`config.mk`:
```
export PLATFORM = sky130hd
export DESIGN_NAME = vtg_raster_core
export DESIGN_NICKNAME = d
export VERILOG_FILES = /design/src/rtl/vtg_pkg.sv /design/src/rtl/vtg_shadow_regs.sv /design/src/rtl/vtg_axis.sv /design/src/rtl/vtg_raster_core.sv
export SDC_FILE = /design/constraint.sdc
export NUM_CORES = 1
export LEC_CHECK = 0
export BUFFER_PORTS_ARGS = -buffer_cell sky130_fd_sc_hd__buf_4
export CAP_MARGIN = 40
export CORE_UTILIZATION = 55
export CTS_CLUSTER_DIAMETER = 40
export DETAILED_ROUTE_END_ITERATION = 16
export PLACE_DENSITY_LB_ADDON = 0.3
export SETUP_SLACK_MARGIN = 0.15
export SLEW_MARGIN = 20
export SYNTH_ARGS = -nofsm -noshare
export SYNTH_HDL_FRONTEND = slang
export SYNTH_HIERARCHICAL = 1
export SYNTH_SLANG_ARGS = --single-unit
```
`constraint.sdc`:
```
create_clock -name clk_pix -period 8.54 [get_ports clk_pix]
set_clock_uncertainty 0.2 [all_clocks]
set_input_delay 1.708 -clock clk_pix [delete_from_list [all_inputs] [get_ports clk_pix]]
set_output_delay 1.708 -clock clk_pix [all_outputs]
set_load 0.05 [all_outputs]
```
`src/rtl/vtg_pkg.sv`:
```
package vtg_pkg;

  // Field widths fixed by the packed word layout
  localparam int HP_W  = 9;   // horizontal pulse and porch fields
  localparam int VP_W  = 8;   // vertical pulse and porch fields
  localparam int ACT_W = 11;  // visible width and height fields

  // Bit positions of the packed fields (decoded by software)
  localparam int PORCH_LSB = 16;
  localparam int HPORCH_MSB = PORCH_LSB + HP_W - 1;  // 24
  localparam int VPORCH_MSB = PORCH_LSB + VP_W - 1;  // 23

  typedef struct packed {
    logic [HP_W-1:0]  hsw;
    logic [HP_W-1:0]  hbp;
    logic [ACT_W-1:0] hact;
    logic [HP_W-1:0]  hfp;
    logic [VP_W-1:0]  vsw;
    logic [VP_W-1:0]  vbp;
    logic [ACT_W-1:0] vact;
    logic [VP_W-1:0]  vfp;
  } vtg_timing_t;

  typedef enum logic [2:0] {
    SEL_HWORD_A = 3'd0,
    SEL_HWORD_B = 3'd1,
    SEL_VWORD_A = 3'd2,
    SEL_VWORD_B = 3'd3,
    SEL_COMMIT  = 3'd4
  } vtg_sel_e;

endpackage

```
`src/rtl/vtg_shadow_regs.sv`:
```
module vtg_shadow_regs
  import vtg_pkg::*;
#(
  parameter vtg_timing_t RESET_SET = '0
) (
  input  logic        clk_pix,
  input  logic        rst_n,
  input  logic        wr_en,
  input  logic [2:0]  wr_sel,
  input  logic [31:0] wr_data,
  input  logic        frame_wrap,
  output vtg_timing_t live_o,
  output logic        pend_o
);

  vtg_timing_t shadow_q, shadow_d;
  vtg_timing_t live_q, live_d;
  logic        pend_q, pend_d;
  logic        shadow_en, live_en, pend_en;
  logic        commit_req;
  logic        unused_wdata_bits;

  assign unused_wdata_bits = ^{wr_data[31:25], wr_data[15:11]};

  // Shadow set: decode of the packed timing words
  always_comb begin
    shadow_d  = shadow_q;
    shadow_en = 1'b0;
    if (wr_en) begin
      unique case (wr_sel)
        SEL_HWORD_A: begin
          shadow_d.hbp = wr_data[HPORCH_MSB:PORCH_LSB];
          shadow_d.hsw = wr_data[HP_W-1:0];
          shadow_en    = 1'b1;
        end
        SEL_HWORD_B: begin
          shadow_d.hfp  = wr_data[HPORCH_MSB:PORCH_LSB];
          shadow_d.hact = wr_data[ACT_W-1:0];
          shadow_en     = 1'b1;
        end
        SEL_VWORD_A: begin
          shadow_d.vbp = wr_data[VPORCH_MSB:PORCH_LSB];
          shadow_d.vsw = wr_data[VP_W-1:0];
          shadow_en    = 1'b1;
        end
        SEL_VWORD_B: begin
          shadow_d.vfp  = wr_data[VPORCH_MSB:PORCH_LSB];
          shadow_d.vact = wr_data[ACT_W-1:0];
          shadow_en     = 1'b1;
        end
        default: shadow_en = 1'b0;
      endcase
    end
  end

  // Commit request and frame-boundary transfer
  always_comb begin
    commit_req = wr_en && (wr_sel == SEL_COMMIT) && wr_data[0];
    pend_d     = commit_req | (pend_q & ~frame_wrap);
    pend_en    = commit_req | frame_wrap;
    live_en    = frame_wrap & pend_q;
    live_d     = shadow_q;
  end

  always_ff @(posedge clk_pix or negedge rst_n) begin
    if (!rst_n) begin
      shadow_q <= RESET_SET;
      live_q   <= RESET_SET;
      pend_q   <= 1'b0;
    end else begin
      if (shadow_en) shadow_q <= shadow_d;
      if (live_en)   live_q   <= live_d;
      if (pend_en)   pend_q   <= pend_d;
    end
  end

  assign live_o = live_q;
  assign pend_o = pend_q;

endmodule

```
`src/rtl/vtg_axis.sv`:
```
module vtg_axis #(
  parameter int CNT_W = 12,
  parameter int LEN_W = 9,
  parameter int ACT_W = 11
) (
  input  logic             clk_pix,
  input  logic             rst_n,
  input  logic             step,
  input  logic [LEN_W-1:0] sync_len,
  input  logic [LEN_W-1:0] back_len,
  input  logic [ACT_W-1:0] act_len,
  input  logic [LEN_W-1:0] front_len,
  output logic             at_end,
  output logic             in_sync,
  output logic             in_active,
  output logic [CNT_W-1:0] pos
);

  logic [CNT_W-1:0] cnt_q, cnt_d;
  logic [CNT_W-1:0] span_start, span_stop, span_total;
  logic [CNT_W-1:0] rel;

  // Segment boundaries: sync, back porch, visible, front porch
  always_comb begin
    span_start = CNT_W'(sync_len) + CNT_W'(back_len);
    span_stop  = span_start + CNT_W'(act_len);
    span_total = span_stop + CNT_W'(front_len);
    at_end     = (cnt_q == span_total - CNT_W'(1));
    in_sync    = (cnt_q < CNT_W'(sync_len));
    in_active  = (cnt_q >= span_start) && (cnt_q < span_stop);
    rel        = cnt_q - span_start;
    pos        = in_active ? rel : '0;
    cnt_d      = at_end ? '0 : cnt_q + CNT_W'(1);
  end

  always_ff @(posedge clk_pix or negedge rst_n) begin
    if (!rst_n) begin
      cnt_q <= '0;
    end else if (step) begin
      cnt_q <= cnt_d;
    end
  end

endmodule

```
`src/rtl/vtg_raster_core.sv`:
```
module vtg_raster_core
  import vtg_pkg::*;
#(
  parameter int CNT_W    = 12,
  parameter int RST_HSW  = 40,
  parameter int RST_HBP  = 40,
  parameter int RST_HACT = 1280,
  parameter int RST_HFP  = 80,
  parameter int RST_VSW  = 10,
  parameter int RST_VBP  = 14,
  parameter int RST_VACT = 800,
  parameter int RST_VFP  = 14
) (
  input  logic             clk_pix,
  input  logic             rst_n,
  input  logic             cfg_wr,
  input  logic [2:0]       cfg_sel,
  input  logic [31:0]      cfg_wdata,
  output logic             hsync_o,
  output logic             vsync_o,
  output logic             de_o,
  output logic [CNT_W-1:0] x_o,
  output logic [CNT_W-1:0] y_o
);

  localparam vtg_timing_t RESET_SET = '{
    hsw:  HP_W'(RST_HSW),
    hbp:  HP_W'(RST_HBP),
    hact: ACT_W'(RST_HACT),
    hfp:  HP_W'(RST_HFP),
    vsw:  VP_W'(RST_VSW),
    vbp:  VP_W'(RST_VBP),
    vact: ACT_W'(RST_VACT),
    vfp:  VP_W'(RST_VFP)
  };

  vtg_timing_t      live;
  logic             commit_pend;
  logic             frame_wrap;
  logic             h_end, h_sync, h_act;
  logic             v_end, v_sync, v_act;
  logic [CNT_W-1:0] h_pos, v_pos;

  assign frame_wrap = h_end & v_end;

  vtg_shadow_regs #(.RESET_SET(RESET_SET)) u_regs (
    .clk_pix    (clk_pix),
    .rst_n      (rst_n),
    .wr_en      (cfg_wr),
    .wr_sel     (cfg_sel),
    .wr_data    (cfg_wdata),
    .frame_wrap (frame_wrap),
    .live_o     (live),
    .pend_o     (commit_pend)
  );

  vtg_axis #(.CNT_W(CNT_W), .LEN_W(HP_W), .ACT_W(ACT_W)) u_haxis (
    .clk_pix   (clk_pix),
    .rst_n     (rst_n),
    .step      (1'b1),
    .sync_len  (live.hsw),
    .back_len  (live.hbp),
    .act_len   (live.hact),
    .front_len (live.hfp),
    .at_end    (h_end),
    .in_sync   (h_sync),
    .in_active (h_act),
    .pos       (h_pos)
  );

  vtg_axis #(.CNT_W(CNT_W), .LEN_W(VP_W), .ACT_W(ACT_W)) u_vaxis (
    .clk_pix   (clk_pix),
    .rst_n     (rst_n),
    .step      (h_end),
    .sync_len  (live.vsw),
    .back_len  (live.vbp),
    .act_len   (live.vact),
    .front_len (live.vfp),
    .at_end    (v_end),
    .in_sync   (v_sync),
    .in_active (v_act),
    .pos       (v_pos)
  );

  assign hsync_o = h_sync;
  assign vsync_o = v_sync;
  assign de_o    = h_act & v_act;
  assign x_o     = h_pos;
  assign y_o     = v_pos;

endmodule

```
==> results of run 1 <==
## worst min path at each step
stage                           start                end  slack, ns  cells after the start
floorplan            u_regs/live_d[0]   u_regs/live_o[0]       0.27                      1
global placement    u_regs/live_d[33]  u_regs/live_o[33]       0.28                      1
global route        u_regs/live_d[35]  u_regs/live_o[35]       0.31                      1
detailed placement  u_regs/live_d[44]  u_regs/live_o[44]       0.29                      1
CTS                 u_regs/live_d[26]  u_regs/live_d[26]       0.31                      1
finish               u_regs/live_d[8]   u_regs/live_d[8]       0.30                      1
## metrics by stage
stage          power (mW)  hold WS (ns)  std cells  utilization
2_1_floorplan        1.28         0.275       1122            -
3_3_place_gp         1.37         0.283       1425        0.591
3_5_place_dp         1.39         0.290       1428        0.594
4_1_cts              2.16         0.308       1460        0.622
5_1_grt              2.25         0.314       1460        0.622
6_report             2.14         0.304       1460        0.622
## worst max-delay path, stage by stage, from the launching register on
cell,delay (ns)
dfstp_2,0.55
inv_1,0.07
fa_1,0.47
inv_1,0.07
a21oi_1,0.06
o21bai_1,0.26
a21oi_1,0.14
o21bai_1,0.26
xor2_1,0.22
ha_1,0.32
o21a_1,0.14
o21ai_0,0.47
a21o_1,0.19
a21oi_1,0.07
o21ai_0,0.27
or2_2,0.17
ha_1,0.22
and3_1,0.17
a211oi_1,0.21
o21ai_1,0.28
buf_4,0.27
nor2_1,0.30
and2_1,0.18
buf_4,0.19
## routing by layer
metal | part of all wire | GRT usage
met1 | 0.50 | 0.341
met2 | 0.46 | 0.363
met5 | 0 | 0
met4 | 0.017 | 0.0655
met3 | 0.029 | 0.0331
## kinds of logic (layout without fill, tap and decap cells)
kind of cell	after synthesis	in the layout	share of synthesized area
compound gates	219	219	0.127
xor+xnor	91	91	0.0697
fa+ha+maj	128	128	0.141
buf+inv	149	212	0.0519
flops	171	171	0.368
mux	149	149	0.143
other cells	1	1	0.000319
simple gates	214	214	0.0995
## Yosys cell counts, types with 6 or more instances
cell type / instances
fa_1: 8
nand4_1: 13
and2_1: 6
a21o_1: 27
nor2_1: 44
o211ai_1: 6
a21oi_1: 56
o21ai_0: 41
nor3_1: 18
clkbuf_1: 13
nand3_1: 17
o21a_1: 10
and3_1: 10
xnor2_1: 55
mux2_2: 146
dfrtp_1: 133
nor2b_1: 9
maj3_2: 6
buf_2: 12
o21bai_1: 14
inv_1: 115
dfstp_2: 38
nand2b_1: 21
nand2_1: 42
a31oi_1: 7
xor2_1: 34
ha_1: 114
a211oi_1: 9
## sequential cells by signal, summed over array words and instances, names as in the netlist
signal	flops
u_vaxis/cnt_q	12
u_haxis/cnt_q	12
u_regs/live_o	73
u_regs/live_d	73
u_regs/pend_o	1
## power groups by stage
stage | combinational (mW) | sequential [mW] | clock [mW]
global placement | 0.362 | 1.01 | 0
global route | 0.428 | 1.01 | 0.813
CTS | 0.381 | 0.998 | 0.781
detailed placement | 0.378 | 1.01 | 0
floorplan | 0.304 | 0.977 | 0
finish | 0.379 | 0.999 | 0.764
## cell type report
class / instances / area, µm² / share of cell area
multi-input cells: 802 / 6810 / 0.522
flip-flops and latches: 171 / 4330 / 0.332
repair buffers: 64 / 537 / 0.0412
clock buffers: 18 / 439 / 0.0337
inverters: 116 / 435 / 0.0334
well taps: 275 / 344 / 0.0264
clock inverters: 14 / 149 / 0.0114
==> impl_metrics.json, run 1 <==
{
  "finalSetupViolCount": 0,
  "cts_resized": 0,
  "async_flop_share": 1.00,
  "p_int_mw": 1.52,
  "worstSkewPairLatency_ns": 0.43,
  "globalplace.congestion": 0.869,
  "synth_edf_count": 0,
  "yosysWarningCount": 6,
  "core_area_mm2": 0.0210,
  "diodes": 0,
  "swShare": 0.292,
  "viasPerCell": 5.70,
  "worstPathMaxFanout": 7,
  "synth_cell_types": 77,
  "vdd_drop_max_mv": 0.135,
  "ioPinCount": 65,
  "fin_ws_ns": 0.656,
  "cts-buffers-inserted": 17,
  "r2r_cells": 27,
  "antenna_left": 0,
  "cts_root_buf": "clkbuf_16",
  "postPlaceCellArea_mm2": 0.0125,
  "htreeDepth": 4,
  "r2r_end": "u_vaxis/cnt_q[2]",
  "endpoint_kind": "output pin",
  "drt_first_pass_iters": 7,
  "hold_buffers": 0,
  "min_period_ns": 7.88,
  "area_growth_pct": 11.0,
  "cts_max_path_buffers": 2,
  "required_ns": 6.63,
  "p_clk_frac": 0.357,
  "p_switching_mw": 0.626,
  "status": "complete, no violations",
  "avgRoutedWirePerCell_um": 16.8,
  "synth_cells": 1122,
  "drive_above_1_share": 0.256,
  "maxCapViolCount": 0,
  "nets": 1332,
  "cp-start-kind": "register",
  "r2r_start": "u_regs/live_o[64]",
  "ys_ff_latch": 171,
  "syn_area_per_cell_um2": 10.5,
  "clock_sinks": 171,
  "relSlewSlack": 0.504,
  "dp_hpwl_mm": 18.7,
  "p_comb_frac": 0.177,
  "drt-initial-drc-count": 442,
  "powerDensity_mw_per_mm2": 164,
  "start_util": 0.560,
  "routed_wirelength_mm": 24.5,
  "mostFrequentLayoutCells": "146 x mux2_2, 133 x dfrtp_1, 115 x inv_1, 114 x ha_1, 60 x buf_4",
  "port_buffers": 52,
  "die_w_um": 148,
  "endpoint": "de_o",
  "worstMarginPinSlew_ns": 0.734,
  "synthTopCellsByArea": "dfrtp_1 28%, mux2_2 14%, ha_1 12%, dfstp_2 8.5%, xnor2_1 4.1%",
  "antenna_found_initial": 0,
  "die-area_mm2": 0.0219,
  "synth_ff_type": "dfrtp_1",
  "overflow": 0,
  "place_ws_ns": 1.18,
  "cts_tree": "built",
  "final_hold_viol_count": 0,
  "drv_slew": 0,
  "grtUsageTotal": 0.234,
  "drc": 0,
  "cts.reportedPaths.clkPinSlew_ns": 0.08,
  "post-cts-setup-buffers": 0,
  "fillers": 1754,
  "syn_area_mm2": 0.0117,
  "fin_area_mm2": 0.0130,
  "seqPwrFrac": 0.466,
  "hold_class": "register to register",
  "fmax_ghz": 0.127,
  "syn-num-nets": 1282,
  "setup_tns_ns": 0,
  "ys_seq_area_frac": 0.368,
  "vias": 8322,
  "fin_crit_sh": 0.923,
  "core.rowCount": 53,
  "synth_top_area_frac": 0.283,
  "r2r_slack_ns": 1.28,
  "die_height_um": 148,
  "p_leak_nw": 6.10,
  "crit_type": "register to output pin",
  "grt_pass1_vias": 7970,
  "critPathLaunch": "u_regs/live_o[28]",
  "layout_commonest_cell": "mux2_2",
  "worstPathArrival_ns": 5.98,
  "grt_pass1_wl_mm": 40.7,
  "rsz0062_at_grt": "no",
  "grt_max_degree": 61,
  "synth_area_leader_cell": "dfrtp_1"
}
No activity file was read; power rests on OpenSTA's default activity.
==> run 2: changes to the inputs <==
--- a/config.mk
+++ b/config.mk
@@ -11,6 +11,7 @@
 export CTS_CLUSTER_DIAMETER = 40
 export DETAILED_ROUTE_END_ITERATION = 16
 export PLACE_DENSITY_LB_ADDON = 0.3
+export RECOVER_POWER = 25
 export SETUP_SLACK_MARGIN = 0.15
 export SLEW_MARGIN = 20
 export SYNTH_ARGS = -nofsm -noshare
==> run 2 against run 1 <==
The run now ends with capacitance limit, slew limit left. Routed wire length about the same. Flip-flop and latch count unchanged. Worst hold slack is essentially flat. Critical endpoint unchanged. Largest cell class unchanged. Largest power group unchanged.
==> impl_metrics.json, run 2 (synthesis results as in run 1) <==
{
  "grt_pass1_vias": 7970,
  "path_cells": "inv_1 -> fa_1 -> inv_1 -> a21oi_1 -> o21bai_1 -> a21oi_1 -> o21bai_1 -> xor2_1 -> ha_1 -> o21a_1 -> o21ai_0 -> a21o_1 -> a21oi_1 -> o21ai_0 -> or2_2 -> ha_1 -> and3_1 -> a211oi_1 -> o21ai_1 -> buf_4 -> nor2_1 -> and2_1 -> buf_4",
  "final_hold_viol_count": 0,
  "p_leak_nw": 6.08,
  "cts_max_path_buffers": 2,
  "die_height_um": 148,
  "fmax_ghz": 0.126,
  "grtUsageTotal": 0.234,
  "layout_commonest_cell": "mux2_2",
  "maxCapViolCount": 2,
  "finalSetupViolCount": 0,
  "htreeDepth": 4,
  "viasPerCell": 5.70,
  "hold_buffers": 0,
  "max_stage_delay_ns": 0.55,
  "drv_slew": 105,
  "area_growth_pct": 10.7,
  "r2r_slack_ns": 1.26,
  "core_area_mm2": 0.0210,
  "diodes": 0,
  "status": "finished with violations",
  "crit_type": "register to output pin",
  "worstPathMaxFanout": 7,
  "r2r_end": "u_vaxis/cnt_q[2]",
  "vdd_drop_max_mv": 0.135,
  "fin_crit_sh": 0.931,
  "die_w_um": 148,
  "worstPathArrival_ns": 6.04,
  "core.rowCount": 53,
  "setup_tns_ns": 0,
  "required_ns": 6.63,
  "globalplace.congestion": 0.869,
  "rsz0062_at_grt": "no",
  "start_util": 0.560,
  "multi_input_comb_area_mm2": 0.00681,
  "cts_root_buf": "clkbuf_16",
  "crit_top_cell": "a21oi_1",
  "min_period_ns": 7.95,
  "vias": 8324,
  "dp_hpwl_mm": 18.7,
  "ioPinCount": 65,
  "critPathLaunch": "u_regs/live_o[28]",
  "hold_class": "register to register",
  "port_buffers": 52,
  "cp-start-kind": "register",
  "violations": "capacitance limit, slew limit",
  "drt-initial-drc-count": 470,
  "cts_tree": "built",
  "nets": 1332,
  "cts_resized": 0,
  "utilization": 0.621,
  "drc": 0,
  "drive_above_1_share": 0.253,
  "worstMarginPinSlew_ns": 3.08,
  "endpoint_kind": "output pin",
  "antenna_left": 0,
  "place_ws_ns": 1.18,
  "endpoint": "de_o",
  "routed_wirelength_mm": 24.6,
  "r2r_cells": 27,
  "antenna_found_initial": 0,
  "fin_ws_ns": 0.593,
  "powerDensity_mw_per_mm2": 165,
  "grt_pass1_wl_mm": 40.7,
  "avgRoutedWirePerCell_um": 16.8,
  "relSlewSlack": -1.06,
  "slowest_stage": "dfstp_2",
  "cts-buffers-inserted": 17,
  "worstSkewPairLatency_ns": 0.43,
  "r2r_start": "u_regs/live_o[64]",
  "fillers": 1757,
  "post-cts-setup-buffers": 0,
  "overflow": 0,
  "clock_sinks": 171,
  "die-area_mm2": 0.0219,
  "cts.reportedPaths.clkPinSlew_ns": 0.07,
  "drt_first_pass_iters": 7,
  "mostFrequentLayoutCells": "146 x mux2_2, 133 x dfrtp_1, 115 x inv_1, 114 x ha_1, 59 x buf_4",
  "power.total_mw": 2.14,
  "grt_max_degree": 61,
  "seqCellArea_mm2": 0.00433
}
-- run 2: final cells by class --
| type | instances | area share |
|---|---|---|
| clock inverters | 14 | 0.0114 |
| inverters | 116 | 0.0335 |
| flip-flops and latches | 171 | 0.333 |
| repair buffers | 64 | 0.0386 |
| well taps | 275 | 0.0265 |
| multi-input cells | 802 | 0.524 |
| clock buffers | 18 | 0.0338 |
-- run 2: stage by stage --
| stage | hold WS [ns] | cell area [µm²] | instances |
|---|---|---|---|
| 6_report | 0.304 | 13000 | 1460 |
| 5_1_grt | 0.314 | 13000 | 1460 |
| 4_1_cts | 0.308 | 13000 | 1460 |
| 3_5_place_dp | 0.290 | 12500 | 1428 |
| 3_3_place_gp | 0.283 | 12400 | 1425 |
| 2_1_floorplan | 0.275 | 11700 | 1122 |
-- run 2: routing by layer --
layer,vias to the layer above,track usage,part of all wire
li1,4101,-,-
met1,4043,0.341,0.49
met2,152,0.363,0.46
met3,28,0.0331,0.034
met4,0,0.0655,0.017
met5,-,0,0
-- run 2: worst min path at each step --
stage	startpoint	end	slack [ns]	cells past startpoint
floorplan	u_regs/live_d[0]	u_regs/live_o[0]	0.27	1
CTS	u_regs/live_d[26]	u_regs/live_d[26]	0.31	1
finish	u_regs/live_d[36]	u_regs/live_d[36]	0.30	1
global route	u_regs/live_d[35]	u_regs/live_o[35]	0.31	1
global placement	u_regs/live_d[33]	u_regs/live_o[33]	0.28	1
detailed placement	u_regs/live_d[44]	u_regs/live_o[44]	0.29	1
-- run 2: power breakdown --
group	internal [mW]	total, mW	switching, mW
logic	0.200	0.377	0.177
clock network	0.399	0.764	0.365
registers	0.916	0.999	0.0833
-- run 2: worst max-delay path: cells and delay by family, from the launching register on --
family                   cells  cell delay (ns)
AO/OA/AOI/OAI               11             2.39
adder cells (fa/ha/maj)      3             1.01
AND/OR/NAND/NOR              4             0.84
buffers and inverters        4             0.60
flip-flops                   1             0.55
XOR/XNOR                     1             0.22
==> run 3: changes to the inputs <==
--- a/config.mk
+++ b/config.mk
@@ -10,8 +10,9 @@
 export CORE_UTILIZATION = 55
 export CTS_CLUSTER_DIAMETER = 40
 export DETAILED_ROUTE_END_ITERATION = 16
+export MAX_ROUTING_LAYER = met4
 export PLACE_DENSITY_LB_ADDON = 0.3
-export RECOVER_POWER = 25
+export RECOVER_POWER = 50
 export SETUP_SLACK_MARGIN = 0.15
 export SLEW_MARGIN = 20
 export SYNTH_ARGS = -nofsm -noshare
==> run 3 against run 2 <==
The run still ends with capacitance limit, slew limit left. Power rose by 1.2%. Core utilization fell by 0.13 points. Register-to-register slack improved by 0.05 ns. Maximum frequency rose by 2.1%. Highest routed layer unchanged. Flip-flop and latch count did not move. Critical path depth did not move. First-iteration DRC count rose by 6.4%. Cell count barely moved. Routed wire length rose by 1.3%. Worst hold slack got worse by 0.0035 ns. Largest power group unchanged.
==> impl_metrics.json, run 3 (synthesis results as in run 1) <==
{
  "status": "finished with violations",
  "violations": "capacitance limit, slew limit",
  "fin_crit_sh": 0.912,
  "fmax_ghz": 0.128,
  "antenna_left": 0,
  "hold_buffers": 0,
  "worstPathMaxFanout": 8,
  "layout_commonest_cell": "mux2_2",
  "maxCapViolCount": 2,
  "slowest_stage": "dfstp_2",
  "fin_cells": 1459,
  "die_height_um": 148,
  "htreeDepth": 4,
  "grt_pass1_vias": 8144,
  "grt_pass1_wl_mm": 41.7,
  "area_growth_pct": 10.5,
  "dpl.cell_count": 1427,
  "die-area_mm2": 0.0219,
  "relSlewSlack": -1.78,
  "cts_tree": "built",
  "die_w_um": 148,
  "worstSkewPairLatency_ns": 0.43,
  "hold_class": "register to register",
  "diodes": 0,
  "nets": 1331,
  "start_util": 0.560,
  "core.rowCount": 53,
  "post-cts-setup-buffers": 0,
  "multi_input_comb_area_mm2": 0.00680,
  "dp_hpwl_mm": 18.6,
  "overflow": 0,
  "viasPerCell": 5.71,
  "routed_wirelength_mm": 24.9,
  "vias": 8337,
  "port_buffers": 52,
  "drc": 0,
  "grt_max_degree": 79,
  "drt-initial-drc-count": 500,
  "rsz0062_at_grt": "no",
  "cts_max_path_buffers": 2,
  "core_area_mm2": 0.0210,
  "grtUsageTotal": 0.247,
  "drive_above_1_share": 0.247,
  "antenna_found_initial": 0,
  "cts-buffers-inserted": 17,
  "met1_usage": 0.347,
  "ioPinCount": 65,
  "drt_first_pass_iters": 5,
  "cts_resized": 0,
  "endpoint_kind": "output pin",
  "crit_top_cell": "a21oi_1",
  "worstPathArrival_ns": 5.88,
  "cp_top_family": "compound AO/OA/AOI/OAI gates",
  "min_period_ns": 7.79,
  "utilization": 0.619,
  "worstMarginPinSlew_ns": 4.17,
  "p_leak_nw": 6.06,
  "max_stage_delay_ns": 0.56,
  "busiest_layer": "met2",
  "cts.reportedPaths.clkPinSlew_ns": 0.07,
  "cts_root_buf": "clkbuf_16",
  "clock_sinks": 171,
  "path_buf_inv": 4,
  "grt_util_met2": 0.378,
  "drv_slew": 117,
  "cp-start-kind": "register",
  "vdd_drop_max_mv": 0.119,
  "finalSetupViolCount": 0,
  "crit_type": "register to output pin",
  "globalplace.congestion": 0.877,
  "seqCellArea_mm2": 0.00433,
  "mostFrequentLayoutCells": "146 x mux2_2, 133 x dfrtp_1, 115 x inv_1, 114 x ha_1",
  "met3_usage": 0.0368,
  "fillers": 1784,
  "final_hold_viol_count": 0,
  "powerDensity_mw_per_mm2": 167,
  "path_cells": "inv_1 -> fa_1 -> inv_1 -> a21oi_1 -> o21bai_1 -> a21oi_1 -> o21bai_1 -> xor2_1 -> ha_1 -> o21a_1 -> o21ai_0 -> a21o_1 -> a21oi_1 -> o21ai_0 -> or2_2 -> ha_1 -> and3_1 -> a211oi_1 -> o21ai_1 -> buf_4 -> nor2_1 -> and2_1 -> buf_4",
  "required_ns": 6.63,
  "avgRoutedWirePerCell_um": 17.1,
  "setup_tns_ns": 0
}
## run 3: changes by cell type in the layout (fill, tap and decap cells not counted), moves of 2 or more
cell	delta
and4bb_1	+2
and4bb_2	-2
buf_4	-3
clkbuf_1	+4
clkinv_4	-2
clkinv_8	+3
inv_8	-2
## run 3: worst paths after layout
check | from | endpoint | slack, ns | cells after the start
max | u_regs/live_o[28] | de_o | 0.75 | 23
min | u_regs/live_d[44] | u_regs/live_o[44] | 0.30 | 1
max reg2reg | u_regs/live_o[56] | u_vaxis/cnt_q[4] | 1.31 | 26
min reg2reg | u_regs/live_d[44] | u_regs/live_o[44] | 0.30 | 1
max in group asynchronous | rst_n | u_regs/live_o[31] | 1.66 | 3
min in group asynchronous | rst_n | u_haxis/cnt_q[10] | 1.64 | 1
## run 3: where the power goes
part	internal [mW]	switching [mW]	total, mW
sequential	0.916	0.0821	0.998
combinational	0.198	0.179	0.377
clock	0.421	0.369	0.790
total	1.53	0.630	2.16
## run 3: final cells by class
cell class | count | area share
timing repair buffer | 63 | 0.0357
clock inverter | 14 | 0.0144
clock buffer | 18 | 0.0331
multi-input combinational | 802 | 0.524
inverter | 116 | 0.0335
tap | 275 | 0.0265
sequential | 171 | 0.333
## run 3: through the flow
step	area, µm²	total power [mW]	hold WS [ns]	setup WS, ns
after floorplan	11700	1.28	0.275	0.988
after global placement	12400	1.37	0.283	1.19
after detailed placement	12400	1.39	0.288	1.30
after CTS	13000	2.19	0.305	0.794
after global routing	13000	2.28	0.319	0.314
final	13000	2.16	0.301	0.753
## run 3: per-layer routing
layer,vias to the layer above,wire (µm),part of all wire
met5,-,0,0
li1,4067,-,-
met3,16,891,0.036
met1,4103,12200,0.49
met4,0,340,0.014
met2,151,11500,0.46
